### src/rtl/nand_seq.sv
module nand_seq (
  input  logic        clk,
  input  logic        rst_n,
  input  logic        cfg_we,
  input  logic [2:0]  cfg_sel,
  input  logic [7:0]  cfg_data,
  input  logic        req_valid,
  input  logic [1:0]  req_kind,
  input  logic        req_write,
  input  logic [15:0] req_wdata,
  output logic        busy,
  output logic        ack,
  output logic [15:0] rdata,
  output logic        cle,
  output logic        ale,
  output logic [3:0]  ce_n,
  output logic        re_n,
  output logic        we_n,
  output logic [15:0] dq_o,
  output logic        dq_oe,
  input  logic [15:0] dq_i,
  input  logic        wait_n
);
  typedef enum logic [2:0] {S_IDLE, S_SETUP, S_RDLY, S_STRB, S_HOLD} st_t;

  st_t         st;
  logic [7:0]  t_setup, t_strb, t_hold, t_hiz, cnt;
  logic [3:0]  t_c2r, t_a2r, dly_q;
  logic [1:0]  bank, bank_q, kind_q;
  logic        wide, wide_q, wr_q, last_cle;
  logic [15:0] wdata_q;
  logic [8:0]  elap;

  wire go       = req_valid && (st == S_IDLE);
  wire strb_end = (st == S_STRB) && wait_n && (cnt == t_strb);
  wire hold_end = (st == S_HOLD) && (cnt == t_hold);

  always_ff @(posedge clk or negedge rst_n)
    if (!rst_n) begin
      t_setup <= 8'd0; t_strb <= 8'd3; t_hold <= 8'd2; t_hiz <= 8'd0;
      t_c2r <= 4'd0; t_a2r <= 4'd0; bank <= 2'd0; wide <= 1'b0;
    end else if (cfg_we) begin
      case (cfg_sel)
        3'd0: t_setup <= cfg_data;
        3'd1: t_strb  <= cfg_data;
        3'd2: t_hold  <= cfg_data;
        3'd3: t_hiz   <= cfg_data;
        3'd4: t_c2r   <= cfg_data[3:0];
        3'd5: t_a2r   <= cfg_data[3:0];
        3'd6: bank    <= cfg_data[1:0];
        default: wide <= cfg_data[0];
      endcase
    end

  always_ff @(posedge clk or negedge rst_n)
    if (!rst_n) begin
      st <= S_IDLE; cnt <= '0; elap <= '0; ack <= 1'b0; rdata <= '0;
      kind_q <= '0; wr_q <= 1'b0; wdata_q <= '0; bank_q <= '0; wide_q <= 1'b0;
      last_cle <= 1'b1; dly_q <= '0;
    end else begin
      ack <= hold_end;
      if (st != S_IDLE && elap != 9'h1FF) elap <= elap + 9'd1;
      case (st)
        S_IDLE: if (go) begin
          st      <= S_SETUP;
          cnt     <= '0;
          elap    <= '0;
          kind_q  <= req_kind;
          wr_q    <= !req_kind[1] || req_write;
          wdata_q <= wide ? req_wdata : {8'h00, req_wdata[7:0]};
          bank_q  <= bank;
          wide_q  <= wide;
          dly_q   <= last_cle ? t_c2r : t_a2r;
          if (!req_kind[1]) last_cle <= (req_kind == 2'd0);
        end
        S_SETUP: if (cnt == t_setup) begin
          cnt <= '0;
          st  <= wr_q ? S_STRB : S_RDLY;
        end else cnt <= cnt + 8'd1;
        S_RDLY: if (cnt == {4'h0, dly_q}) begin
          cnt <= '0; st <= S_STRB;
        end else cnt <= cnt + 8'd1;
        S_STRB: if (strb_end) begin
          cnt <= '0; st <= S_HOLD;
          if (!wr_q) rdata <= wide_q ? dq_i : {8'h00, dq_i[7:0]};
        end else if (wait_n) cnt <= cnt + 8'd1;
        S_HOLD: if (hold_end) st <= S_IDLE;
                else cnt <= cnt + 8'd1;
        default: st <= S_IDLE;
      endcase
    end

  assign busy  = (st != S_IDLE);
  assign cle   = busy && (kind_q == 2'd0);
  assign ale   = busy && (kind_q == 2'd1);
  assign ce_n  = busy ? ~(4'b0001 << bank_q) : 4'hF;
  assign we_n  = !((st == S_STRB) && wr_q);
  assign re_n  = !((st == S_STRB) && !wr_q);
  assign dq_oe = busy && wr_q && (elap >= {1'b0, t_hiz});
  assign dq_o  = wdata_q;

  p_strobes_exclusive_r3: assert property (@(posedge clk) disable iff (!rst_n) !(!re_n && !we_n));
  p_one_ce_r7: assert property (@(posedge clk) disable iff (!rst_n) $onehot0(~ce_n));
  p_latch_exclusive_r8: assert property (@(posedge clk) disable iff (!rst_n) !(cle && ale));
  p_oe_not_on_read_r5: assert property (@(posedge clk) disable iff (!rst_n) !re_n |-> !dq_oe);
  p_ack_pulse_r10: assert property (@(posedge clk) disable iff (!rst_n) ack |=> !ack);
  p_busy_ends_with_ack_r10: assert property (@(posedge clk) disable iff (!rst_n) $fell(busy) |-> ack);
  p_strobe_holds_on_wait_r3: assert property (@(posedge clk) disable iff (!rst_n)
    (!we_n && !wait_n) |=> !we_n);
  p_ce_covers_strobe_r2: assert property (@(posedge clk) disable iff (!rst_n)
    (!re_n || !we_n) |-> (ce_n != 4'hF));
endmodule

### config.mk
export PLATFORM = sky130hd
export DESIGN_NAME = nand_seq
export DESIGN_NICKNAME = d
export VERILOG_FILES = /design/src/rtl/nand_seq.sv
export SDC_FILE = /design/constraint.sdc
export NUM_CORES = 1
export LEC_CHECK = 0
export ABC_AREA = 1
export BUFFER_PORTS_ARGS = -buffer_cell sky130_fd_sc_hd__buf_2
export CORE_UTILIZATION = 40
export DETAILED_ROUTE_END_ITERATION = 12
export MAX_ROUTING_LAYER = met4
export PLACE_DENSITY = 0.68
export SETUP_SLACK_MARGIN = 0.15
export SLEW_MARGIN = 20
export SYNTH_ARGS = -nofsm -noshare
export SYNTH_HDL_FRONTEND = slang
export SYNTH_SLANG_ARGS = --single-unit
### constraint.sdc
create_clock -name clk -period 4.9 [get_ports clk]
set_clock_uncertainty 0.2 [all_clocks]
set_input_delay 1.47 -clock clk [delete_from_list [all_inputs] [get_ports clk]]
set_output_delay 1.47 -clock clk [all_outputs]
set_load 0.05 [all_outputs]
==> flow_metrics.env, run 1 <==
export IMPL_reg2reg_depth=7
export IMPL_fmax_mhz=271
export IMPL_crit_path_frequent_cell="inv_1"
export IMPL_seqPwrFrac_pct=36.8
export IMPL_drive_above_1_share_pct=20.3
export IMPL_tritoncts="done"
export IMPL_yosysMostFrequentCell="nand2_1"
export IMPL_async_flop_share_pct=100
export IMPL_drc=0
export IMPL_yosys_top_cells_count="nand2_1 (238), dfrtp_1 (103), inv_1 (66), o21ai_0 (66), nor2_1 (42)"
export IMPL_power_leakage_uw=0.00336
export IMPL_netlist_area_um2=5410
export IMPL_holdBufCountCts=0
export IMPL_r2r_start="st[0]"
export IMPL_syn_inst=678
export IMPL_grt_pass1_wl_mm=20.7
export IMPL_hold_ws_ns=0.269
export IMPL_holdPathEnd="rdata[6]"
export IMPL_cts_buffer_depth=2
export IMPL_antenna_cells=0
export IMPL_pin_count=94
export IMPL_die_x_um=118
export IMPL_finalHoldViolCount=0
export IMPL_cts_root_buf="clkbuf_16"
export IMPL_combPwrFrac_pct=42.7
export IMPL_crit_slowest_cell="dfrtp_1"
export IMPL_setup_viol=0
export IMPL_portBuffers=93
export IMPL_numCtsBuffers=9
export IMPL_postRouteAntennaNets=0
export IMPL_internal_power_uw=1990
export IMPL_sw_frac_of_total_pct=45.4
export IMPL_clkPwrFrac_pct=20.5
export IMPL_postCtsResizedCells=0
export IMPL_final_area_um2=6340
export IMPL_maxCapViolCount=0
export IMPL_cp_num_buf_inv=3
export IMPL_period_needed_ns=3.69
export IMPL_yosys_warnings=0
export IMPL_placed_area_um2=6020
export IMPL_synthTopCellsByArea="dfrtp_1 (48%), nand2_1 (17%), o21ai_0 (6.1%), inv_1 (4.6%), nand3_1 (3.1%)"
export IMPL_ys_seq_area_share_pct=49.6
export IMPL_rsz0062_at_grt="no"
export IMPL_gp_congestion=0.859
export IMPL_synth_fp_nets=740
export IMPL_overflow=0
export IMPL_area_growth_pct=17.2
export IMPL_period_share_pct=75.3
export IMPL_wl_per_cell_um=12.9
export IMPL_initial_utilization_pct=41.0
export IMPL_wl_mm=12.3
export IMPL_p_per_area_nw_per_um2=574
export IMPL_cpPeakStageDelay_ns=0.35
export IMPL_firstDrtPassIters=4
export IMPL_grt_pass1_vias=4075
export IMPL_regArea_um2=2680
export IMPL_synth_edf_count=0
export IMPL_power_switching_uw=1650
export IMPL_synthDominantCellAreaShare_pct=47.7
export IMPL_multi_input_area_um2=2350
export IMPL_ys_seq_elements=107
export IMPL_hold_path_class="reg2reg"
export IMPL_grt_max_degree=79
export IMPL_crit_required_ns=3.23
export IMPL_final_core_util_pct=48.1
export IMPL_clkSlewWorstSetupHoldPaths_ns=0.07
export IMPL_fp_coreArea_um2=13200
export IMPL_holdPathStages=2
export IMPL_maxSlewViolCount=0
export IMPL_drt_initial_drc_count=262
export IMPL_finalNetCount=829
export IMPL_tightestPinTransition_ns=0.786
export IMPL_ctsHtreeMaxLevel=3
export IMPL_vias=4479
export IMPL_end_kind="primary output"
export IMPL_path_cells="inv_1 -> ha_1 -> a21o_1 -> a211oi_1 -> o211ai_1 -> o21ai_0 -> inv_1 -> buf_2"
export IMPL_slew_headroom_pct=47.4
export IMPL_fill_cells=1277
export IMPL_antenna_found_initial=0
export IMPL_critical_path_startpoint_type="flop"
export IMPL_reg2reg_slack_ns=2.55
export IMPL_crit_arrival_ns=2.02
export IMPL_cp_top_family="compound AO/OA/AOI/OAI gates"
export IMPL_netlist_top_cell_by_area="dfrtp_1"
export IMPL_clk_latency_ns=0.35
export IMPL_cts_num_sinks=107
export IMPL_postCtsSetupBuffers=0
export IMPL_vdd_drop_max_v=0.000337
export IMPL_fp_dieArea_um2=14000
export IMPL_crit_type="reg2out"
export IMPL_via_per_inst=4.72
export IMPL_synth_ff_type="dfrtp_1"
export IMPL_dp_hpwl_mm=8.81
export IMPL_postSynthAreaPerCell_um2=7.98
export IMPL_r2r_end="wr_q"
export IMPL_die_h_um=118
export IMPL_worst_path_max_fanout=3
export IMPL_finalSetupTns_ns=0
export IMPL_status="finished clean"
export IMPL_rows=42
export IMPL_track_usage_pct=19.5
export IMPL_hp_start="rdata[6]"
export IMPL_ys_types=38
## cell type report
| class | count | area share (%) |
|---|---|---|
| repair buffers | 96 | 7.93 |
| inverters | 75 | 4.48 |
| flip-flops and latches | 107 | 42.3 |
| clock buffers | 11 | 3.83 |
| well taps | 176 | 3.47 |
| clock inverters | 5 | 0.947 |
| multi-input cells | 478 | 37.0 |
## worst min-delay path: cells and delay by family (launching register included)
family	cells	cell delay [ns]
DFF	1	0.34
and+or+nand+nor	2	0.10
## logic make-up (layout without fill, tap and decap cells)
family                     count (synthesis)  count (layout)  share of synthesized area, %
DFF                                      107             107                          49.6
AOI/OAI and AO/OA                         95              95                          9.74
xor gates and xnor gates                  10              10                          1.62
buffers and inverters                     93             187                          6.99
adders and majority gates                 11              11                          2.55
and+or+nand+nor                          362             362                          29.5
## layout by cell type, fill, tap and decap left out, types with 2 or more instances in the layout
cell	netlist	layout
a21oi_1	11	11
buf_2	9	92
buf_4	0	3
clkbuf_16	0	9
dfrtp_1	103	103
dfstp_2	4	4
ha_1	11	11
inv_1	66	66
inv_2	8	8
nand2_1	238	238
nand2_2	4	4
nand3_1	33	33
nand3_2	5	5
nand4_1	9	9
nor2_1	42	42
nor2_2	8	8
nor2_4	3	3
nor2_8	2	2
nor3_1	9	9
o21ai_0	66	66
o21ai_1	4	4
o21ai_2	6	6
o31ai_1	4	4
or2_0	2	2
or2_2	2	2
xnor2_1	9	9
## power by group through the flow
stage	clock [uW]	combinational, uW	sequential, uW
2_1_floorplan	0	934	1610
3_3_place_gp	0	1540	1350
3_5_place_dp	0	1560	1350
4_1_cts	766	1560	1340
5_1_grt	804	1720	1380
6_report	746	1550	1340
## worst max-delay path by stage
stage,from,end,slack [ns],cells after the start
2_1_floorplan,st[2],cle,1.25,4
3_3_place_gp,elap[6],dq_oe,1.61,8
6_report,t_hiz[6],dq_oe,1.21,8
3_5_place_dp,t_hiz[6],dq_oe,1.60,8
4_1_cts,elap[6],dq_oe,1.20,7
5_1_grt,t_hiz[6],dq_oe,1.08,9
## registers in the layout (all words and copies together), names as in the netlist, 8 cells and up
register  count
cnt           8
t_hiz         8
t_setup       8
t_hold        8
elap          9
dq_o         16
t_strb        8
rdata        16
## routing by layer
| metal | vias up | track usage [%] | share of wire, % |
|---|---|---|---|
| met5 | - | - | 0 |
| met4 | 0 | 6.97 | 1.7 |
| met3 | 13 | 3.52 | 4.3 |
| met2 | 105 | 29.6 | 45 |
| met1 | 2033 | 26.1 | 49 |
| li1 | 2328 | - | - |
## per-stage QoR
| step | worst slack (ns) | power [uW] | instances |
|---|---|---|---|
| 3_3_place_gp | 1.61 | 2890 | 931 |
| 6_report | 1.21 | 3640 | 948 |
| 3_5_place_dp | 1.60 | 2910 | 931 |
| 4_1_cts | 1.20 | 3670 | 947 |
| 2_1_floorplan | 1.25 | 2540 | 678 |
| 5_1_grt | 1.08 | 3910 | 948 |
Note: power is estimated with default switching activity, not from simulation.
==> run 2: changes to the inputs <==
--- a/config.mk
+++ b/config.mk
@@ -5,12 +5,12 @@
 export SDC_FILE = /design/constraint.sdc
 export NUM_CORES = 1
 export LEC_CHECK = 0
-export ABC_AREA = 1
+export ABC_AREA = 0
 export BUFFER_PORTS_ARGS = -buffer_cell sky130_fd_sc_hd__buf_2
 export CORE_UTILIZATION = 40
 export DETAILED_ROUTE_END_ITERATION = 12
 export MAX_ROUTING_LAYER = met4
-export PLACE_DENSITY = 0.68
+export PLACE_DENSITY = 0.71
 export SETUP_SLACK_MARGIN = 0.15
 export SLEW_MARGIN = 20
 export SYNTH_ARGS = -nofsm -noshare
==> constraint.sdc (replaced) <==
create_clock -name clk -period 3 [get_ports clk]
set_clock_uncertainty 0.2 [all_clocks]
set_input_delay 0.9 -clock clk [delete_from_list [all_inputs] [get_ports clk]]
set_output_delay 0.9 -clock clk [all_outputs]
set_load 0.05 [all_outputs]
==> flow_metrics.env, run 2 <==
export IMPL_vias=3693
export IMPL_ys_seq_area_share_pct=52.2
export IMPL_slew_headroom_pct=43.3
export IMPL_clkSlewWorstSetupHoldPaths_ns=0.07
export IMPL_synth_edf_count=0
export IMPL_synthTopCellsByArea="dfrtp_1 (50%), mux2_2 (10%), nand2_1 (7.4%), xor2_1 (5.5%), ha_1 (2.7%)"
export IMPL_cts_num_sinks=107
export IMPL_hp_start="dq_o[15]"
export IMPL_rsz0062_at_grt="yes"
export IMPL_status="finished, violations left"
export IMPL_postSynthAreaPerCell_um2=10.8
export IMPL_holdBufCountCts=0
export IMPL_yosysMostFrequentCell="dfrtp_1"
export IMPL_grt_pass1_wl_mm=18.0
export IMPL_synth_xor_xnor_area_share_pct=5.79
export IMPL_period_share_pct=105
export IMPL_drt_met1_wl_mm=5.32
export IMPL_async_flop_share_pct=100
export IMPL_tritoncts="done"
export IMPL_critical_path_startpoint_type="flop"
export IMPL_fin_ws_ns=-0.160
export IMPL_holdPathEnd="dq_o[15]"
export IMPL_reg2reg_depth=5
export IMPL_track_usage_pct=18.1
export IMPL_hold_path_class="reg2reg"
export IMPL_synthMuxAreaShare_pct=12.4
export IMPL_dr_wl_met3_um=456
export IMPL_numCtsBuffers=9
export IMPL_p_per_area_nw_per_um2=959
export IMPL_portBuffers=93
export IMPL_yosys_warnings=0
export IMPL_pin_count=94
export IMPL_met2_length_mm=5.27
export IMPL_fmax_mhz=316
export IMPL_dp_hpwl_mm=8.20
export IMPL_synth_compound_area_share_pct=5.31
export IMPL_cts_buffer_depth=2
export IMPL_crit_type="reg2out"
export IMPL_ys_types=52
export IMPL_grt_max_degree=41
export IMPL_period_needed_ns=3.16
export IMPL_via_per_inst=4.92
export IMPL_tightestPinTransition_ns=0.851
export IMPL_syn_inst=475
export IMPL_wl_per_cell_um=14.8
export IMPL_overflow=0
export IMPL_maxCapViolCount=0
export IMPL_worst_path_max_fanout=3
export IMPL_initial_utilization_pct=40.9
export IMPL_reg2reg_slack_ns=0.52
export IMPL_drive_above_1_share_pct=34.5
export IMPL_netlist_top_cell_by_area="dfrtp_1"
export IMPL_die_h_um=115
export IMPL_vdd_drop_max_v=0.000352
export IMPL_antenna_found_initial=0
export IMPL_antenna_cells=0
export IMPL_gp_congestion=0.859
export IMPL_holdPathStages=2
export IMPL_hold_ws_ns=0.263
export IMPL_r2r_end="rdata[7]"
export IMPL_crit_arrival_ns=2.06
export IMPL_firstDrtPassIters=8
export IMPL_finalHoldViolCount=0
export IMPL_synth_ff_type="dfrtp_1"
export IMPL_violations="DRC, setup timing"
export IMPL_finalNetCount=636
export IMPL_grt_pass1_vias=3712
export IMPL_end_kind="primary output"
export IMPL_setup_viol=1
export IMPL_layout_common_cells="dfrtp_1 (102), nand2_1 (101), buf_2 (90)"
export IMPL_synthDominantCellAreaShare_pct=50.1
export IMPL_fp_coreArea_um2=12600
export IMPL_final_common_cell="dfrtp_1"
export IMPL_synth_fp_nets=537
export IMPL_yosys_area_share_adder_pct=2.68
export IMPL_postRouteAntennaNets=0
export IMPL_rows=41
export IMPL_maxSlewViolCount=0
export IMPL_netlist_area_um2=5140
export IMPL_top_layer="met4"
export IMPL_ctsHtreeMaxLevel=3
export IMPL_dp_worst_setup_slack_ns=0.0364
export IMPL_clk_latency_ns=0.35
export IMPL_wl_mm=11.1
export IMPL_die_x_um=115
export IMPL_ys_seq_elements=107
export IMPL_fp_dieArea_um2=13300
export IMPL_r2r_start="cnt[7]"
export IMPL_area_growth_pct=20.3
export IMPL_cts_root_buf="clkbuf_16"
export IMPL_drc=2
export IMPL_crit_required_ns=1.90
export IMPL_synth_top_family_by_area="simple AND/OR/NAND/NOR gates"
export IMPL_yosys_top_cells_count="dfrtp_1 (103), nand2_1 (101), mux2_2 (47)"
export IMPL_synth_simple_area_share_pct=17.4
export IMPL_power_leakage_uw=0.00307
export IMPL_drt_initial_drc_count=175
==> run 2: changes by cell type after synthesis, sizes merged, moves of 6 or more <==
cell / delta
a21o: +6
inv: -61
mux2: +51
nand2: -142
nand3: -25
nor2: -38
o21ai: -55
or3: +7
xnor2: -7
xor2: +31
==> run 2: repair_timing <==
action                                  4_1_cts  5_1_grt
buffers inserted                              1        1
gates resized for setup                       5        4
endpoints found under the setup margin        1        3
pin swaps                                     6        4
==> run 2: worst max path at each step <==
stage | start | slack [ns] | end
finish | elap[0] | -0.16 | dq_oe
global route | elap[0] | -0.23 | dq_oe
CTS | elap[0] | -0.22 | dq_oe
detailed placement | elap[0] | 0.04 | dq_oe
global placement | elap[0] | 0.06 | dq_oe
floorplan | st[2] | 0.18 | ale
==> run 2: final cells by class <==
type,instances,area [um^2]
Tap cell,172,215
Fill cell,1160,6380
Timing Repair Buffer,113,639
Multi-Input combinational cell,329,2270
Sequential cell,107,2680
Clock buffer,10,229
Inverter,14,52.6
Clock inverter,6,96.3
==> run 2: cells by family (layout without fill, tap and decap cells) <==
kind of cell               Yosys count  after routing
DFF                                107            107
adders and majority gates           11             11
buffers and inverters               39            143
muxes                               56             56
AOI/OAI and AO/OA                   46             46
and+or+nand+nor                    182            182
xor gates and xnor gates            34             34
==> run 2: where the power goes <==
group | total [uW] | switching [uW] | internal [uW]
Combinational | 2380 | 1510 | 876
Clock | 1280 | 536 | 742
Sequential | 2260 | 377 | 1890
Total | 5930 | 2420 | 3510
==> run 2: metrics by stage <==
step           instance area (um^2)  total power, uW  util (%)  std cells  TNS, ns
6_report                       6180             5930      49.2        751   -0.160
5_1_grt                        6180             6290      49.2        751   -0.229
4_1_cts                        6160             5940      49.0        750   -0.219
3_5_place_dp                   5810             4590      46.2        733        0
3_3_place_gp                   5810             4510      46.2        733        0
2_1_floorplan                  5140             3990         -        475        0
==> run 2: metal layers <==
| metal | vias to the layer above | track usage [%] |
|---|---|---|
| li1 | 1808 | - |
| met1 | 1795 | 22.8 |
| met2 | 84 | 29.6 |
| met3 | 6 | 3.58 |
| met4 | 0 | 5.37 |
| met5 | - | - |
==> run 2: critical path: stages, from the launching register on <==
cell	delay (ns)
dfrtp_1	0.41
inv_2	0.09
ha_4	0.19
nand2b_4	0.13
a21o_1	0.15
a21o_1	0.16
a21oi_2	0.14
nor2b_1	0.06
o21ai_1	0.14
a21oi_2	0.09
buf_6	0.17
